File: src/rtl/wg_pkg.sv
package wg_pkg;

    // Waveform mode codes; bit 2 selects up/down (triangle) counting.
    typedef enum logic [2:0] {
        WM_FREQ_TOGGLE = 3'd0,
        WM_FREQ_CC0TOP = 3'd1,
        WM_PWM_SINGLE  = 3'd2,
        WM_PWM_DUALCMP = 3'd3,
        WM_TRI_CRIT    = 3'd4,
        WM_TRI_LOW     = 3'd5,
        WM_TRI_ENDS    = 3'd6,
        WM_TRI_HIGH    = 3'd7
    } wave_mode_e;

    // Turning points of the count waveform in the current cycle.
    typedef struct packed {
        logic hit_top;
        logic hit_zero;
        logic dir;
    } turn_pts_t;

    function automatic logic mode_is_tri(wave_mode_e m);
        return (m == WM_TRI_CRIT) || (m == WM_TRI_LOW) ||
               (m == WM_TRI_ENDS) || (m == WM_TRI_HIGH);
    endfunction

    function automatic logic mode_is_freq(wave_mode_e m);
        return (m == WM_FREQ_TOGGLE) || (m == WM_FREQ_CC0TOP);
    endfunction

    // Update at zero applies to every mode; at top only single-slope and both-ends.
    function automatic logic upd_on_top(wave_mode_e m);
        return !mode_is_tri(m) || (m == WM_TRI_ENDS);
    endfunction

    function automatic logic evt_on_top(wave_mode_e m);
        return !mode_is_tri(m) || (m == WM_TRI_ENDS) || (m == WM_TRI_HIGH);
    endfunction

    function automatic logic evt_on_zero(wave_mode_e m);
        return m != WM_TRI_HIGH;
    endfunction

endpackage

File: src/rtl/wg_counter.sv
module wg_counter
    import wg_pkg::*;
#(
    parameter int CW = 16
) (
    input  logic            clk,
    input  logic            rst,
    input  logic            run,
    input  wave_mode_e      mode,
    input  logic            dir_cfg,
    input  logic [CW-1:0]   top,
    output logic [CW-1:0]   count,
    output turn_pts_t       pts,
    output logic            upd,
    output logic            evt
);
    localparam logic [CW-1:0] ONE = CW'(1);

    logic [CW-1:0] cnt_q, cnt_d;
    logic          dir_q, dir_d;
    logic          tri_m, dir_eff, at_top, at_zero;

    always_comb begin
        tri_m   = mode_is_tri(mode);
        dir_eff = tri_m ? dir_q : dir_cfg;
        at_top  = !dir_eff && (cnt_q >= top);
        at_zero = dir_eff && (cnt_q == '0);
        pts     = '{hit_top: at_top, hit_zero: at_zero, dir: dir_eff};
        upd     = run && ((at_top && upd_on_top(mode)) || at_zero);
        evt     = run && ((at_top && evt_on_top(mode)) ||
                          (at_zero && evt_on_zero(mode)));
    end

    always_comb begin
        cnt_d = cnt_q;
        dir_d = tri_m ? dir_q : dir_cfg;
        if (run) begin
            if (!tri_m) begin
                if (!dir_eff) cnt_d = at_top ? '0 : cnt_q + ONE;
                else          cnt_d = at_zero ? top : cnt_q - ONE;
            end else if (at_top) begin
                dir_d = 1'b1;
                cnt_d = (cnt_q == '0) ? '0 : cnt_q - ONE;
            end else if (at_zero) begin
                dir_d = 1'b0;
                cnt_d = (top == '0) ? '0 : ONE;
            end else begin
                cnt_d = dir_eff ? cnt_q - ONE : cnt_q + ONE;
            end
        end
    end

    always_ff @(posedge clk) begin
        if (rst) begin
            cnt_q <= '0;
            dir_q <= 1'b0;
        end else begin
            cnt_q <= cnt_d;
            dir_q <= dir_d;
        end
    end

    assign count = cnt_q;

endmodule

File: src/rtl/wg_bufreg.sv
module wg_bufreg #(
    parameter int W = 16
) (
    input  logic         clk,
    input  logic         rst,
    input  logic         wr,
    input  logic [W-1:0] din,
    input  logic         upd,
    input  logic         circ,
    output logic [W-1:0] act
);
    logic [W-1:0] act_q, hold_q;
    logic         pend_q;

    always_ff @(posedge clk) begin
        if (rst) begin
            act_q  <= '0;
            hold_q <= '0;
            pend_q <= 1'b0;
        end else begin
            // Active side: swap in circular mode, pending load otherwise.
            if (upd && (circ || pend_q)) act_q <= hold_q;
            // Buffer side: a fresh write always wins over the copy-back.
            if (wr) begin
                hold_q <= din;
                pend_q <= 1'b1;
            end else if (upd && circ) begin
                hold_q <= act_q;
                pend_q <= 1'b0;
            end else if (upd) begin
                pend_q <= 1'b0;
            end
        end
    end

    assign act = act_q;

endmodule

File: src/rtl/wg_channel.sv
module wg_channel
    import wg_pkg::*;
(
    input  logic       clk,
    input  logic       rst,
    input  logic       run,
    input  wave_mode_e mode,
    input  logic       dir,
    input  logic       pol,
    input  logic       match,
    input  logic       upd,
    output logic       wave
);
    // Level for cycle start (single-slope) and for a match (dual-slope).
    logic lvl_a;
    assign lvl_a = pol ? dir : !dir;

    always_ff @(posedge clk) begin
        if (rst) begin
            wave <= 1'b0;
        end else if (run) begin
            if (mode_is_freq(mode)) begin
                if (match) wave <= !wave;
            end else if (!mode_is_tri(mode)) begin
                if (upd)        wave <= lvl_a;
                else if (match) wave <= !lvl_a;
            end else if (match) begin
                wave <= lvl_a;
            end
        end
    end

endmodule

File: src/rtl/wavegen_tc.sv
module wavegen_tc
    import wg_pkg::*;
#(
    parameter int CW  = 16,
    parameter int NCH = 4
) (
    input  logic              clk,
    input  logic              rst,
    input  logic              run,
    input  logic [2:0]        mode,
    input  logic              dir_cfg,
    input  logic [NCH-1:0]    pol,
    input  logic [NCH-1:0]    circ_cc_en,
    input  logic              circ_per_en,
    input  logic              per_wr,
    input  logic [CW-1:0]     per_din,
    input  logic [NCH-1:0]    cc_wr,
    input  logic [NCH*CW-1:0] cc_din,
    output logic [NCH-1:0]    wave_o,
    output logic              evt_o,
    output logic              upd_o,
    output logic [CW-1:0]     count_o
);
    wave_mode_e                mode_e;
    logic [CW-1:0]             per_act, top_val, cnt;
    logic [NCH-1:0][CW-1:0]    cc_act;
    turn_pts_t                 pts;
    logic                      upd, evt;

    assign mode_e  = wave_mode_e'(mode);
    assign top_val = (mode_e == WM_FREQ_CC0TOP) ? cc_act[0] : per_act;

    wg_counter #(.CW(CW)) u_cnt (
        .clk(clk), .rst(rst), .run(run), .mode(mode_e), .dir_cfg(dir_cfg),
        .top(top_val), .count(cnt), .pts(pts), .upd(upd), .evt(evt)
    );

    wg_bufreg #(.W(CW)) u_per (
        .clk(clk), .rst(rst), .wr(per_wr), .din(per_din), .upd(upd),
        .circ(circ_per_en), .act(per_act)
    );

    for (genvar i = 0; i < NCH; i++) begin : g_ch
        wg_bufreg #(.W(CW)) u_cc (
            .clk(clk), .rst(rst), .wr(cc_wr[i]), .din(cc_din[i*CW +: CW]),
            .upd(upd), .circ(circ_cc_en[i]), .act(cc_act[i])
        );
        wg_channel u_wave (
            .clk(clk), .rst(rst), .run(run), .mode(mode_e), .dir(pts.dir),
            .pol(pol[i]), .match(cnt == cc_act[i]), .upd(upd), .wave(wave_o[i])
        );
    end

    assign evt_o   = evt;
    assign upd_o   = upd;
    assign count_o = cnt;

endmodule

File: config.mk
export PLATFORM = sky130hd
export DESIGN_NAME = wavegen_tc
export DESIGN_NICKNAME = d
export VERILOG_FILES = /design/src/rtl/wg_pkg.sv /design/src/rtl/wg_counter.sv /design/src/rtl/wg_bufreg.sv /design/src/rtl/wg_channel.sv /design/src/rtl/wavegen_tc.sv
export SDC_FILE = /design/constraint.sdc
export NUM_CORES = 1
export LEC_CHECK = 0
export BUFFER_PORTS_ARGS = -buffer_cell sky130_fd_sc_hd__buf_2
export CORE_AREA = 2 2 151 138
export DETAILED_ROUTE_END_ITERATION = 7
export DIE_AREA = 0 0 153 140
export HOLD_SLACK_MARGIN = 0.1
export PLACE_DENSITY_LB_ADDON = 0.15
export SYNTH_ARGS = -nofsm -noshare
export SYNTH_HDL_FRONTEND = slang
export SYNTH_SLANG_ARGS = --single-unit
File: constraint.sdc
create_clock -name clk -period 3.72 [get_ports clk]
set_clock_uncertainty 0.2 [all_clocks]
set_input_delay 0 -clock clk [delete_from_list [all_inputs] [get_ports clk]]
set_output_delay 0 -clock clk [all_outputs]
set_load 0.01 [all_outputs]
-- After elaboration in Yosys (flattened, before gate mapping)
Cells that the tools add are included.
- bits in registers: 186
- word-level logic and storage cells: 167
- output and inout port bits: 22
- input port bits: 101
- order comparisons: 1
- reduce and logical (&&, ||, !) cells: 61
- add/subtract/negate cells: 2
- eq/ne operators: 18
- muxes and demuxes: 64
- operator list (cell ; number):
    16-bit 2-to-1 mux ; 19
    16-bit == test ; 4
    1-bit 2-to-1 mux ; 45
    16-bit zero test ; 2
    2-bit nonzero test ; 9
    1-bit logical AND ; 17
    16-bit by 1-bit adder with 16-bit output (second input constant) ; 1
    16-bit >= comparator ; 1
    2-bit by 1-bit inequality test with 1-bit output (second input constant) ; 8
    4-bit AND reduction ; 4
    16-bit by 1-bit subtractor with 16-bit output (second input constant) ; 1
    3-bit nonzero test ; 5
    1-bit logical OR ; 13
    3-bit == test (second input constant) ; 4
    1-bit zero test ; 10
    3-bit by 1-bit == test with 1-bit output (second input constant) ; 1
    3-bit zero test ; 1
    3-bit inequality test (second input constant) ; 1

-- Depth between registers and ports, before layout
- word-level depth: 13
- gate-level depth with buffers: 16
- depth with buffers taken out: 11

-- Modules after synthesis
From an unflattened synthesis, not the netlist that was laid out.
- cell total of the unflattened synthesis: 1316
- area, all modules: 11861.4 um^2
- by module, submodules not included (module ; times used ; cells an instance ; area an instance (um^2)):
    wg_bufreg ; 5 ; 166 ; 1662.8
    wg_counter ; 1 ; 316 ; 2222.1
    wavegen_tc ; 1 ; 118 ; 959.7
    wg_channel ; 4 ; 13 ; 91.3

-- Worst setup path after synthesis
No wires, ideal clock.
- path type: input port to flip-flop
- from: input mode[2]
- to: register g_ch[1].u_cc.act_q[11]
- stages on the path: 15
- required time: 3.449 ns
- buffers on the path: 5
- data arrival time: 3.256 ns
- path slack: 0.193 ns
- cell sequence: buf_2 -> nor3b_1 -> buf_2 -> buf_2 -> mux2i_1 -> ha_1 -> nor2b_1 -> o211a_1 -> o31a_1 -> o31a_1 -> buf_2 -> o22ai_1 -> clkbuf_1 -> nand2_1 -> a21oi_1
- cells in the longest elaborated chain, start to end: 11
- RTL lines (element ; line ; source):
    start: declaration ; wavegen_tc.sv:10 ; input logic [2:0] mode,
    parallel branches: the longest is 8 deep, another holds 16-bit >= comparator ; n/a ;
    1-bit logical OR (*) ; wg_counter.sv:29 ; upd = run && ((at_top && upd_on_top(mode)) || at_zero);
    1-bit logical AND (*) ; wg_counter.sv:29 ;
    1-bit logical AND (*) ; wg_bufreg.sv:22 ; if (upd && (circ || pend_q)) act_q <= hold_q;
    end signal: assignment ; wg_bufreg.sv:22 ;
    end: declaration ; wg_bufreg.sv:12 ; logic [W-1:0] act_q, hold_q;
Mark *: on every way between the ends.
A chain may end at the register's enable or synchronous reset.

-- Worst setup path after layout
- from: register g_ch[0].u_cc.act_q[1]
- to: register g_ch[0].u_wave.wave
- cells in the longest elaborated chain, start to end: 9
- RTL lines (element ; line ; source):
    start: declaration ; wg_bufreg.sv:12 ;
    start signal: assignment ; wg_bufreg.sv:22 ;
    16-bit 2-to-1 mux ; wavegen_tc.sv:31 ; assign top_val = (mode_e == WM_FREQ_CC0TOP) ? cc_act[0] : per_act;
    16-bit >= comparator ; wg_counter.sv:26 ; at_top = !dir_eff && (cnt_q >= top);
    1-bit logical AND ; wg_counter.sv:26 ;
    1-bit logical AND ; wg_counter.sv:29 ;
    1-bit logical OR ; wg_counter.sv:29 ;
    1-bit logical AND ; wg_counter.sv:29 ;
    1-bit 2-to-1 mux ; wg_channel.sv:25 ; if (upd) wave <= lvl_a;
    1-bit 2-to-1 mux ; wg_channel.sv:24 ; end else if (!mode_is_tri(mode)) begin
    1-bit 2-to-1 mux ; wg_channel.sv:22 ; if (mode_is_freq(mode)) begin
    end signal: assignment ; wg_channel.sv:23 ; if (match) wave <= !wave;
    end signal: assignment ; wg_channel.sv:25 ;
    end signal: assignment ; wg_channel.sv:26 ; else if (match) wave <= !lvl_a;
    end: declaration ; wg_channel.sv:12 ; output logic wave
Parallel ways exist; a longest one is shown, timed or not.

==> flow_summary_export.csv <==
group,metric,value,unit
hold_path,worst_hold_path_type,"in -> reg",
logic_synthesis,synth.ff_latch_count,186,
drt,drtPass1Iterations,5,
pwr,power_density,760,nW/um^2
logic_synthesis,synthArstFlopShare,0,
sta,fin_tns_setup,0,ns
sta,finalHoldViolCount,0,
floorplanning,core,19800,sq um
sta,fmax,276,MHz
logic_synthesis,syn_area,10300,sq um
cts,cts_tree,"done",
pwr,peakVddDrop,575,uV
placement,hpwl,20400,um
job,cap_violations,0,
critical_path,r2r_end,"g_ch[0].u_wave.wave",
critical_path,cp_num_cells,10,
drt,routed_via_density,5.84,
global_route,overflow,0,
cells_and_area,drive_gt1_frac,0.195,
critical_path,timing.rr.start,"g_ch[0].u_cc.act[1]",
placement,dp_slack,0.0727,ns
logic_synthesis,synth_cell_types,63,
critical_path,slowest_delay,0.95,ns
critical_path,path_class,"reg -> reg",
logic_synthesis,postSynthAreaPerCell,8.07,sq um
logic_synthesis,synth_fa_ha_area_frac,0.0230,
critical_path,crit_required,3.83,ns
logic_synthesis,yosys_warnings,0,
logic_synthesis,synth_nets,1402,
drt,wl_per_cell,18.4,um
critical_path,cp_top_family,"compound AO/OA/AOI/OAI gates",
global_route,grt_antenna_before_repair,0,
cts,clk_latency,0.44,ns
status,status,"finished, final reports clean",
placement,gp_congestion,0.967,
logic_synthesis,syn_inst,1282,
sta,min_period,3.63,ns
logic_synthesis,synth_edf_count,0,
cells_and_area,fillCellCount,1624,
drt,drt_iter0_drc,980,
critical_path,rrSetupSlack,0.09,ns
logic_synthesis,synth_xor_area_frac,0.0728,
floorplanning,die_h,140,um
critical_path,cp-start-kind,"flop",
cells_and_area,final_nets,1671,
drt,route.detailed.drc,0,
logic_synthesis,synthMuxAreaShare,0.0321,
drt,drt-total-wl,33500,um
drt,vias,10621,
sta,maxSlewViolCount,0,
global_route,first_global_vias,10321,
global_route,grt_usage,0.305,
critical_path,cp-endpoint,"g_ch[0].u_wave.wave",
critical_path,rr_worst_depth,10,
logic_synthesis,synth_compound_area_frac,0.254,
logic_synthesis,synth-main-ff-cell,"dfxtp_1",
cells_and_area,final_cell_mix,"nand2_1, dlygate4sd3_1, dfxtp_1",
critical_path,crit_start,"g_ch[0].u_cc.act[1]",
cts,htree_num_levels,4,
sta,relSlewSlack,0.199,
sta,rsz0062_at_grt,"true",
floorplanning,rows,49,
logic_synthesis,synth-seq-area-share,0.360,
cells_and_area,multiInputGateArea,5880,sq um
sta,setup_violations,0,
critical_path,crit_fanout,5,
cts,cts.root.buffer_cell,"clkbuf_16",
floorplanning,dieArea,21400,sq um
floorplanning,pin_count,123,
cts,cts.sinks,186,
pwr,p_leak,5.85,nW
global_route,grt_first_pass_wirelength,53200,um
cts,clockBufferDepth,2,
logic_synthesis,synth-simple-area-share,0.180,
logic_synthesis,synth_top_family_by_area,"compound AO/OA/AOI/OAI gates",
critical_path,cp.arrival,3.74,ns
cells_and_area,layout_commonest_cell,"nand2_1",
drt,ant_nets,0,
sta,worst_pin_slew,1.19,ns
cells_and_area,regArea,3740,sq um
cts,cts_buffers,17,
global_route,grt_start_max_net_pins,76,
critical_path,worstSetupEndpointType,"flop",
cells_and_area,utilization,0.692,
critical_path,crit_chain,"mux2i_1 -> ha_1 -> nor2b_1 -> o211a_1 -> o31a_1 -> o31ai_1 -> nor2_1 -> o21ai_1 -> dlygate4sd3_1 -> a311oi_1",
sta,finalCritPeriodShare,0.976,
sta,setup_slack,0.0909,ns
placement,numPortBuffers,122,
cells_and_area,synthToLayoutAreaGrowth,32.5,%
cells_and_area,diodes,0,
critical_path,path_buf_inv,1,
floorplanning,start_util,0.522,
critical_path,cp_slowest_cell,"o31ai_1",
cts,clk_pin_slew,0.07,ns
floorplanning,dieWidth,153,um
## flip-flops by register name, indices dropped and copies added, names as in the netlist, 4 cells and up
register	cells
u_per.hold_q	16
g_ch.u_cc.pend_q	4
g_ch.u_cc.hold_q	64
u_cnt.count	16
u_per.act	16
g_ch.u_cc.act	64
g_ch.u_wave.wave	4
## cell families after synthesis
| kind of cell | count (synthesis) |
|---|---|
| adders and majority gates | 19 |
| buffers and inverters | 189 |
| DFF | 186 |
| xor gates and xnor gates | 86 |
| AOI/OAI and AO/OA | 344 |
| muxes | 33 |
| and+or+nand+nor | 425 |
## cells in the mapped netlist (3+ instances only)
cell	instances	area, sq um
nor4_1	19	119
buf_1	9	33.8
xor2_1	72	631
a211oi_1	6	45.0
or4_1	7	52.6
or3_1	8	50.1
nor2b_1	4	25.0
o221ai_1	7	61.3
mux2i_1	32	320
nand3_1	16	80.1
a221oi_1	28	245
o21ai_0	13	65.1
inv_1	74	278
a21oi_1	109	546
buf_2	16	80.1
xnor2_1	14	123
buf_4	9	67.6
buf_6	6	67.6
nand4_1	12	75.1
and3_1	4	25.0
o31ai_1	6	45.0
a31oi_1	69	432
a211oi_2	13	163
o21ai_1	7	35.0
nand2_1	254	953
ha_1	19	238
nor3_1	24	120
o21a_1	6	45.0
a221oi_2	40	601
o22ai_1	7	43.8
a311oi_1	5	43.8
dfxtp_1	186	3720
a2111oi_0	3	26.3
nand2b_1	4	25.0
clkbuf_1	74	278
nor2_1	58	218
o22a_2	5	50.1
## cell type report
class,count,area share
clock buffer,20,0.0326
clock inverter,11,0.00676
inverter,75,0.0205
multi-input combinational,907,0.429
sequential,186,0.273
tap,255,0.0233
timing repair buffer,364,0.215
## where the power goes
| group | switching (W) | total, W | leakage (nW) | internal, W |
|---|---|---|---|---|
| logic | 0.00365 | 0.00594 | 4.06 | 0.00229 |
| registers | 0.000392 | 0.00275 | 1.53 | 0.00236 |
| clock network | 0.000837 | 0.00172 | 0.264 | 0.000883 |
## tightest hold or removal path, cell delays in order
cell       delay (ns)
buf_2            0.11
nor3b_4          0.07
mux2i_1          0.17
nor2_1           0.18
a2111oi_0        0.09
nor3_1           0.12
## timing repair
| action | CTS | global route |
|---|---|---|
| endpoints found under the setup margin | 0 | 61 |
| hold endpoints to repair | 141 | 0 |
| hold buffers | 179 | 0 |
| gates resized for setup | 0 | 28 |
| buffers inserted | 0 | 2 |
## layer usage
metal / part of all wire / track usage / vias to the layer above
met4: 0.027 / 0.118 / 0
met3: 0.074 / 0.0563 / 70
met2: 0.46 / 0.484 / 429
met1: 0.44 / 0.413 / 5033
li1: - / - / 5089
met5: 0 / 0 / -
## through the flow
stage                     cells  hold slack [ns]  cell area (sq um)  power (W)
after floorplan            1282          -0.0457              10300    0.00638
after global placement     1605           0.0609              11200    0.00803
after detailed placement   1605           0.0643              11200    0.00809
after CTS                  1815            0.105              13600     0.0100
after global routing       1818            0.198              13700     0.0110
final                      1818            0.148              13700     0.0104
## worst min path at each step
stage	start	depth (start not counted)	to
3_5_place_dp	per_din[11]	3	u_per.hold_q[11]
2_1_floorplan	cc_din[0]	2	g_ch[0].u_cc.hold_q[0]
6_report	mode[1]	6	u_cnt.count[2]
3_3_place_gp	cc_din[21]	3	g_ch[1].u_cc.hold_q[5]
5_1_grt	per_din[10]	4	u_per.hold_q[10]
4_1_cts	mode[2]	6	g_ch[3].u_wave.wave
Power figures use the tool's default switching activity.
